<file path="config.mk">
export PLATFORM = sky130hd
export DESIGN_NAME = evt_out_reg
export DESIGN_NICKNAME = d
export VERILOG_FILES = /design/src/rtl/evt_out_pkg.sv /design/src/rtl/evt_out_permit.sv /design/src/rtl/evt_out_cell.sv /design/src/rtl/evt_out_rdmux.sv /design/src/rtl/evt_out_reg.sv
export SDC_FILE = /design/constraint.sdc
export NUM_CORES = 1
export LEC_CHECK = 0
export BUFFER_PORTS_ARGS = -buffer_cell sky130_fd_sc_hd__buf_2
export CORE_ASPECT_RATIO = 0.8
export CORE_UTILIZATION = 34
export CTS_BUF_LIST = sky130_fd_sc_hd__clkbuf_4 sky130_fd_sc_hd__clkbuf_8
export CTS_CLUSTER_DIAMETER = 120
export CTS_CLUSTER_SIZE = 25
export DETAILED_ROUTE_END_ITERATION = 10
export PLACE_DENSITY = 0.89
export SYNTH_ARGS = -nofsm -noshare
export SYNTH_HDL_FRONTEND = slang
export SYNTH_SLANG_ARGS = --single-unit
</file>
<file path="constraint.sdc">
create_clock -name clk -period 3 [get_ports clk]
set_input_delay 0.45 -clock clk [delete_from_list [all_inputs] [get_ports clk]]
set_output_delay 0.45 -clock clk [all_outputs]
set_load 0.01 [all_outputs]
</file>
<file path="src/rtl/evt_out_pkg.sv">
package evt_out_pkg;

   // Action applied to one output flip-flop in a cycle
   typedef enum logic [1:0] {
      ACT_HOLD = 2'd0,
      ACT_SET  = 2'd1,
      ACT_CLR  = 2'd2,
      ACT_FLIP = 2'd3
   } evt_act_e;

   // Event resolution: a toggle request (explicit or set+clear) outranks set/clear
   function automatic evt_act_e resolve_evt(input logic s, input logic c, input logic t);
      if (t || (s && c)) return ACT_FLIP;
      else if (s)        return ACT_SET;
      else if (c)        return ACT_CLR;
      else               return ACT_HOLD;
   endfunction

endpackage

</file>
<file path="src/rtl/evt_out_permit.sv">
module evt_out_permit (
   input  logic clk,
   input  logic rst_n,
   input  logic wr_en,
   input  logic halt_lo,
   input  logic halt_hi,
   input  logic halt_uni,
   input  logic unify,
   output logic sw_load,
   output logic reject_q
);
   logic all_halted;

   always_comb begin
      if (unify) all_halted = halt_uni;
      else       all_halted = halt_lo & halt_hi;
   end

   assign sw_load = wr_en & all_halted;

   always_ff @(posedge clk or negedge rst_n) begin
      if (!rst_n) reject_q <= 1'b0;
      else        reject_q <= wr_en & ~all_halted;
   end
endmodule

</file>
<file path="src/rtl/evt_out_cell.sv">
module evt_out_cell
   import evt_out_pkg::*;
(
   input  logic clk,
   input  logic rst_n,
   input  logic sw_load,
   input  logic sw_val,
   input  logic set_i,
   input  logic clr_i,
   input  logic tgl_i,
   output logic q
);
   evt_act_e act;

   assign act = resolve_evt(set_i, clr_i, tgl_i);

   always_ff @(posedge clk or negedge rst_n) begin
      if (!rst_n) begin
         q <= 1'b0;
      end else if (sw_load) begin
         q <= sw_val;
      end else begin
         unique case (act)
            ACT_SET:  q <= 1'b1;
            ACT_CLR:  q <= 1'b0;
            ACT_FLIP: q <= ~q;
            default:  q <= q;
         endcase
      end
   end
endmodule

</file>
<file path="src/rtl/evt_out_rdmux.sv">
module evt_out_rdmux #(
   parameter int NUM_OUT = 6,
   parameter int DATA_W  = 32
) (
   input  logic [NUM_OUT-1:0] lvl,
   output logic [DATA_W-1:0]  rd_data
);
   localparam int PAD_W = DATA_W - NUM_OUT;

   generate
      if (PAD_W > 0) begin : g_pad
         assign rd_data = {{PAD_W{1'b0}}, lvl};
      end else begin : g_nopad
         assign rd_data = lvl;
      end
   endgenerate
endmodule

</file>
<file path="src/rtl/evt_out_reg.sv">
module evt_out_reg #(
   parameter int NUM_OUT = 6,
   parameter int DATA_W  = 32
) (
   input  logic               clk,
   input  logic               rst_n,
   input  logic [NUM_OUT-1:0] set_stb,
   input  logic [NUM_OUT-1:0] clr_stb,
   input  logic [NUM_OUT-1:0] tgl_stb,
   input  logic               halt_lo,
   input  logic               halt_hi,
   input  logic               halt_uni,
   input  logic               unify,
   input  logic               wr_en,
   input  logic [DATA_W-1:0]  wr_data,
   output logic [DATA_W-1:0]  rd_data,
   output logic [NUM_OUT-1:0] out_lvl,
   output logic               wr_reject
);
   initial begin
      if (NUM_OUT < 1 || NUM_OUT > DATA_W)
         $error("evt_out_reg: NUM_OUT must lie in 1..DATA_W");
      if (DATA_W < 1)
         $error("evt_out_reg: DATA_W must be positive");
   end

   logic sw_load;

   evt_out_permit u_permit (
      .clk      (clk),
      .rst_n    (rst_n),
      .wr_en    (wr_en),
      .halt_lo  (halt_lo),
      .halt_hi  (halt_hi),
      .halt_uni (halt_uni),
      .unify    (unify),
      .sw_load  (sw_load),
      .reject_q (wr_reject)
   );

   generate
      for (genvar i = 0; i < NUM_OUT; i++) begin : g_cell
         evt_out_cell u_cell (
            .clk     (clk),
            .rst_n   (rst_n),
            .sw_load (sw_load),
            .sw_val  (wr_data[i]),
            .set_i   (set_stb[i]),
            .clr_i   (clr_stb[i]),
            .tgl_i   (tgl_stb[i]),
            .q       (out_lvl[i])
         );
      end
   endgenerate

   evt_out_rdmux #(.NUM_OUT(NUM_OUT), .DATA_W(DATA_W)) u_rdmux (
      .lvl     (out_lvl),
      .rd_data (rd_data)
   );
endmodule

</file>
=== Word-level counts from Yosys, hierarchy flattened ===
Index checks and enable logic that the tools add are counted.

* Register bits after elaboration: 7
* Bits of input ports: 57
* Word-level logic and storage cells: 84

* Equality and inequality tests: 18
* Muxes and demuxes: 31
* Bitwise gates (word level): 10
* Reduce and logical (&&, ||, !) cells: 18

{| class="wikitable"
|+ Operator list
! cell !! number
|-
| 2-bit two-way mux || 18
|-
| 2-bit equality test, second input constant || 12
|-
| 4-bit nonzero test || 6
|-
| 1-bit one-hot mux with 3 select lines || 6
|-
| 2-bit by 1-bit equality test with 1-bit output, second input constant || 6
|-
| 1-bit two-way mux || 7
|-
| 1-bit NOT || 7
|-
| 1-bit logical AND || 6
|-
| 1-bit logical OR || 6
|-
| 1-bit bitwise AND || 3
|}

=== Logic depth before layout (Yosys ltp) ===
* Depth in word-level cells: 6
* Depth in mapped cells: 6

=== Hierarchy ===
From an unflattened synthesis, not the netlist that was laid out.

* Cells, all modules: 98
* Area total of the unflattened synthesis: 847.1 um^2

{| class="wikitable"
|+ By module, submodules not included
! module !! instances !! cells an instance !! area each (um^2) !! sequential area each (um^2)
|-
| evt_out_cell || 6 || 10 || 90.1 || 25.0
|-
| evt_out_rdmux || 1 || 33 || 244.0 || 0.0
|-
| evt_out_permit || 1 || 5 || 62.6 || 25.0
|}

=== Least setup slack after synthesis ===
Ideal clock, no wire load.

* Path kind: input to register
* From: input clr_stb[0]
* To: register g_cell[0].u_cell.q
* Library setup time: 125 ps
* Arrival: 1636 ps
* Path slack: 1239 ps
* Stages on the path: 5
* Cell sequence: or2_2 ha_1 and2_1 o31a_1 mux2_2

* Cells in the longest elaborated chain, start to end: 6
* Elaborated cells on any way between the ends: 11

{| class="wikitable"
|+ Ends and longest elaborated chain
! what !! line !! RTL
|-
| start: declaration || evt_out_reg.sv:8 || <nowiki>input logic [NUM_OUT-1:0] clr_stb,</nowiki>
|-
| 2-bit two-way mux or 1-bit logical AND (tied branches) || evt_out_pkg.sv:15, evt_out_pkg.sv:13 ||
|-
| 2-bit two-way mux or 1-bit logical OR (tied branches) || evt_out_pkg.sv:14, evt_out_pkg.sv:13 ||
|-
| 2-bit two-way mux (*) || evt_out_pkg.sv:13 || <nowiki>if (t || (s && c)) return ACT_FLIP;</nowiki>
|-
| 2-bit equality test or 2-bit by 1-bit equality test with 1-bit output (tied branches) || evt_out_cell.sv:23 || <nowiki>unique case (act)</nowiki>
|-
| 1-bit one-hot mux with 3 select lines || evt_out_cell.sv:23 ||
|-
| 1-bit two-way mux || evt_out_cell.sv:20 || <nowiki>end else if (sw_load) begin</nowiki>
|-
| end signal: assignment || evt_out_cell.sv:21 || <nowiki>q <= sw_val;</nowiki>
|-
| end signal: assignment || evt_out_cell.sv:26 || <nowiki>ACT_FLIP: q <= ~q;</nowiki>
|-
| end signal: assignment || evt_out_cell.sv:27 || <nowiki>default: q <= q;</nowiki>
|-
| end: declaration || evt_out_cell.sv:11 || <nowiki>output logic q</nowiki>
|}

Every way passes the cells marked *; elsewhere a longest branch is shown, timed or not.
A chain may end at the register's enable or synchronous reset.

=== Final worst setup path ===
Same ends and word-level chain as after synthesis.

==> results <==
- The run finished with clean final reports.
- The critical path launch point type is an input port.
- The filler cell count is 195.
- For this design the total switching power over the nets is 0.0001230 W.
- TritonCTS built the clock tree.
- The post-place setup slack is 1092 ps.
- In this run the clock root is driven by a sky130_fd_sc_hd__clkbuf_4.
- The static power due to leakage is 0.4386 nW.
- The floorplan step set the die width to 52.85 um.
- For this run, the leading register cell type out of synthesis is sky130_fd_sc_hd__dfrtp_1.
- The clock tree skew after final layout is 0 ps.
- Setup slack on the worst reg-to-reg path comes out at 1840 ps.
- In this run the worst setup path terminates at g_cell[0].u_cell.q$_DFFE_PN0P_.
- For this run, the detailed router's first-pass iteration total came to 3.
- The endpoint identified for the worst register-to-register timing path is g_cell[0].u_cell.q$_DFFE_PN0P_.
- The overall global routing resource usage is 11.02%.
- The highest clock rate is 605.5 MHz.
- The via count of the first global-routing pass came to 483.
- The internal power component is 0.0002399 W.
- In the final design database the tool counted 169 nets.
- The share of synthesized area occupied by flip-flops and latches is 24.91%.
- Setup total negative slack on the finished layout was measured at 0 ps.
- The placer congestion estimate is 0.7157.
- The part of the total power dissipated in sequential elements is 35.1%.
- The area enclosed by the die boundary is 0.002255 mm2.
- The number of vias in the routed layout is 554.
- The detailed router finished its first iteration with 4 violations.
- The final number of hold-violating endpoints is 0.
- Combinational logic is responsible for 37.8% of the overall power.
- The count of yosys warnings during synthesis is 0.
- The type of the most critical hold path is in -> async.
- The synthesized cell area is 703.2 um2.
- The fraction of registers with async set or reset after synthesis is 100.0%.
- The level count of the clock H-tree is 1.
- The number of sinks handled by clock tree synthesis is 7.
- The number of remaining DRC errors is 0.
- The number of enable flip-flop cells after synthesis is 0.
- Max-cap violations in this run came to 0.
- The largest net degree at the start of global routing is 8.
- The depth of the most critical reg-to-reg path is 3.
- The initial core utilization is 36.83%.
- The source of the critical timing path is clr_stb[0].
- The slowest stage of the critical path belongs to the cell sky130_fd_sc_hd__or2_2.
- The switching portion of total power is 33.90%.
- The worst-case IR drop observed on VDD is 230.8 uV.
- Traced cell by cell, the critical path runs through buf_2, or2_2, ha_1, and2_1, o31a_1, mux2_2.
- The area occupied by multi-input gates is 332.8 um2.
- The initial antenna violation count was 0.
- The worst slack on hold paths is 15.20 ps.
- Clock tree synthesis inserted a total of 3 buffers.
- Power spread over the standard cell area amounts to 461.1 mW/mm2.
- The number of different library cells used by synthesis comes to 16.
- Dividing the detail-routed wire length by the instance count gives 9.053 um.
- The count of hold-fix buffers inserted at cts is 0.
- The estimated wirelength of the detail-placed design is 1.041 mm.
- The average instance area after synthesis is 9.376 um2.
- Setup violations remaining at the end of the flow were counted as 0.
- The arrival time of data at the critical path endpoint is 1790 ps.
- In the finished design, the share of the clock period the worst path needs comes to 55.05%.
- The post-layout worst setup margin is 1348 ps.
- The residual overflow from global routing is 0.
- The number of resized instances in the post-cts repair step is 0.
- Summing all flip-flop and latch instances after layout gives 175.2 um2.
- The critical path is of the in -> reg type.
- In this run the worst path has a maximum fanout of 2.
- In this run the remaining antenna-violating nets after routing total 0.
- The number of port buffers is 43.
- For this block, the routed nets add up to 1.204 mm of wire.
- The area growth from synthesis to final layout is 11.92%.
- The final number of max-transition violations was 0.
- In this design, the stage delay of the slowest critical-path cell is 300 ps.
- STA classifies the critical path endpoint as a register.
- The clock network burns 27.1% of the power.
- After clock tree synthesis, the clock-pin slew on the worst setup and hold paths is 60 ps.
- Setup repair after global routing left no endpoint under its margin.
- In this run the critical register-to-register path is launched from g_cell[0].u_cell.q$_DFFE_PN0P_.
- The floorplan step set the die height to 42.68 um.
- The smallest clock period supported by the final layout is computed as 1652 ps.
- The number of antenna repair diodes is 0.
- No sink is reached through more buffers than the 2 on the longest clock path.
- The first global-routing pass estimated 1.731 mm of wire.
- The worst path required time is 3140 ps.
- The later pin in the worst-skew pair is clocked with a latency of 250 ps.
- Post-CTS timing repair inserted 0 buffers for setup.
- The synthesized netlist cell count is 75.
- The number of top-level pins is 96.
- The floorplan has 14 rows.
- Of the cells placed in the final design, the portion with a size suffix greater than 1 is 52.29%.
- The region available for standard cell placement spans 0.001909 mm2.
- After detailed routing, the number of vias per cell comes to 4.165.
- The synthesis-stage register bit count is 7.
-- sequential cells by signal (all words and copies together), names as in the netlist --
signal,count
g_cell.u_cell.q,6
u_permit.reject_q,1
-- power groups by stage --
stage                     logic (W)  registers [W]  clock network [W]
after CTS                  0.000138       0.000128           0.000102
after global routing       0.000153       0.000130           0.000110
after detailed placement   0.000137       0.000129                  0
after global placement     0.000133       0.000127                  0
final                      0.000137       0.000127          0.0000984
after floorplan            0.000148       0.000126                  0
-- Yosys cell counts (2+ instances only) --
cell type	count	area, um2
sky130_fd_sc_hd__dfrtp_1	7	175.2
sky130_fd_sc_hd__ha_1	2	25.02
sky130_fd_sc_hd__mux2_2	6	67.56
sky130_fd_sc_hd__nor2_1	2	7.510
sky130_fd_sc_hd__o31a_1	6	52.55
sky130_fd_sc_hd__buf_4	38	285.3
sky130_fd_sc_hd__o21ai_0	5	25.02
-- per-stage QoR --
step | area [um2] | utilization [%] | total power, W | cells
after CTS | 787.0 | 41.22 | 0.0003671 | 133
after detailed placement | 757.0 | 39.65 | 0.0002664 | 129
after global routing | 787.0 | 41.22 | 0.0003928 | 133
after global placement | 757.0 | 39.65 | 0.0002597 | 129
after floorplan | 797.0 | - | 0.0002744 | 100
final | 787.0 | 41.22 | 0.0003629 | 133
-- critical path, delay by kind of cell --
family	cells	cell delay, ps
buf+inv	1	90
mux	1	260
simple gates	2	460
fa+ha+maj	1	290
compound gates	1	230
-- final cells by class --
class                   instances  area share [%]
clock buffers                   4           3.816
inverters                       1          0.4769
well taps                      24           3.816
repair buffers                 43           27.34
flip-flops and latches          7           22.26
multi-input cells              54           42.29
-- kinds of logic after synthesis --
logic type | after synthesis | share of synthesized area, %
buffers and inverters | 39 | 41.10
flip-flops | 7 | 24.91
multiplexers | 6 | 9.608
other | 1 | 0.5333
AO/OA/AOI/OAI | 12 | 13.35
AND/OR/NAND/NOR | 8 | 6.941
adder cells (fa/ha/maj) | 2 | 3.558
-- cell usage in the layout (no fill, tap or decap) --
| master | n |
|---|---|
| sky130_fd_sc_hd__and2_1 | 1 |
| sky130_fd_sc_hd__and2_2 | 1 |
| sky130_fd_sc_hd__and3b_2 | 1 |
| sky130_fd_sc_hd__buf_2 | 43 |
| sky130_fd_sc_hd__clkbuf_4 | 4 |
| sky130_fd_sc_hd__conb_1 | 26 |
| sky130_fd_sc_hd__dfrtp_1 | 7 |
| sky130_fd_sc_hd__ha_1 | 2 |
| sky130_fd_sc_hd__inv_1 | 1 |
| sky130_fd_sc_hd__mux2_2 | 6 |
| sky130_fd_sc_hd__nand2_1 | 1 |
| sky130_fd_sc_hd__nor2_1 | 2 |
| sky130_fd_sc_hd__nor3b_1 | 1 |
| sky130_fd_sc_hd__o21ai_0 | 5 |
| sky130_fd_sc_hd__o21ai_4 | 1 |
| sky130_fd_sc_hd__o31a_1 | 6 |
| sky130_fd_sc_hd__or2_2 | 1 |
-- metal layers --
metal  vias up  GRT usage, %  wire length [um]
met3         2         2.151               141
met1       245         8.850               400
met4         0         10.53                14
met2        51         21.01               646
li1        256             -                 -
met5         -             0                 0
-- how the worst min path moves through the flow --
stage	from	endpoint	slack, ps	cells after the start
2_1_floorplan	rst_n	g_cell[0].u_cell.q$_DFFE_PN0P_	150	0
3_3_place_gp	rst_n	u_permit.reject_q$_DFF_PN0_	290	1
3_5_place_dp	rst_n	g_cell[1].u_cell.q$_DFFE_PN0P_	290	1
4_1_cts	rst_n	u_permit.reject_q$_DFF_PN0_	10	1
5_1_grt	rst_n	g_cell[1].u_cell.q$_DFFE_PN0P_	10	1
6_report	rst_n	g_cell[1].u_cell.q$_DFFE_PN0P_	20	1
No activity file was read; power rests on OpenSTA's default activity.
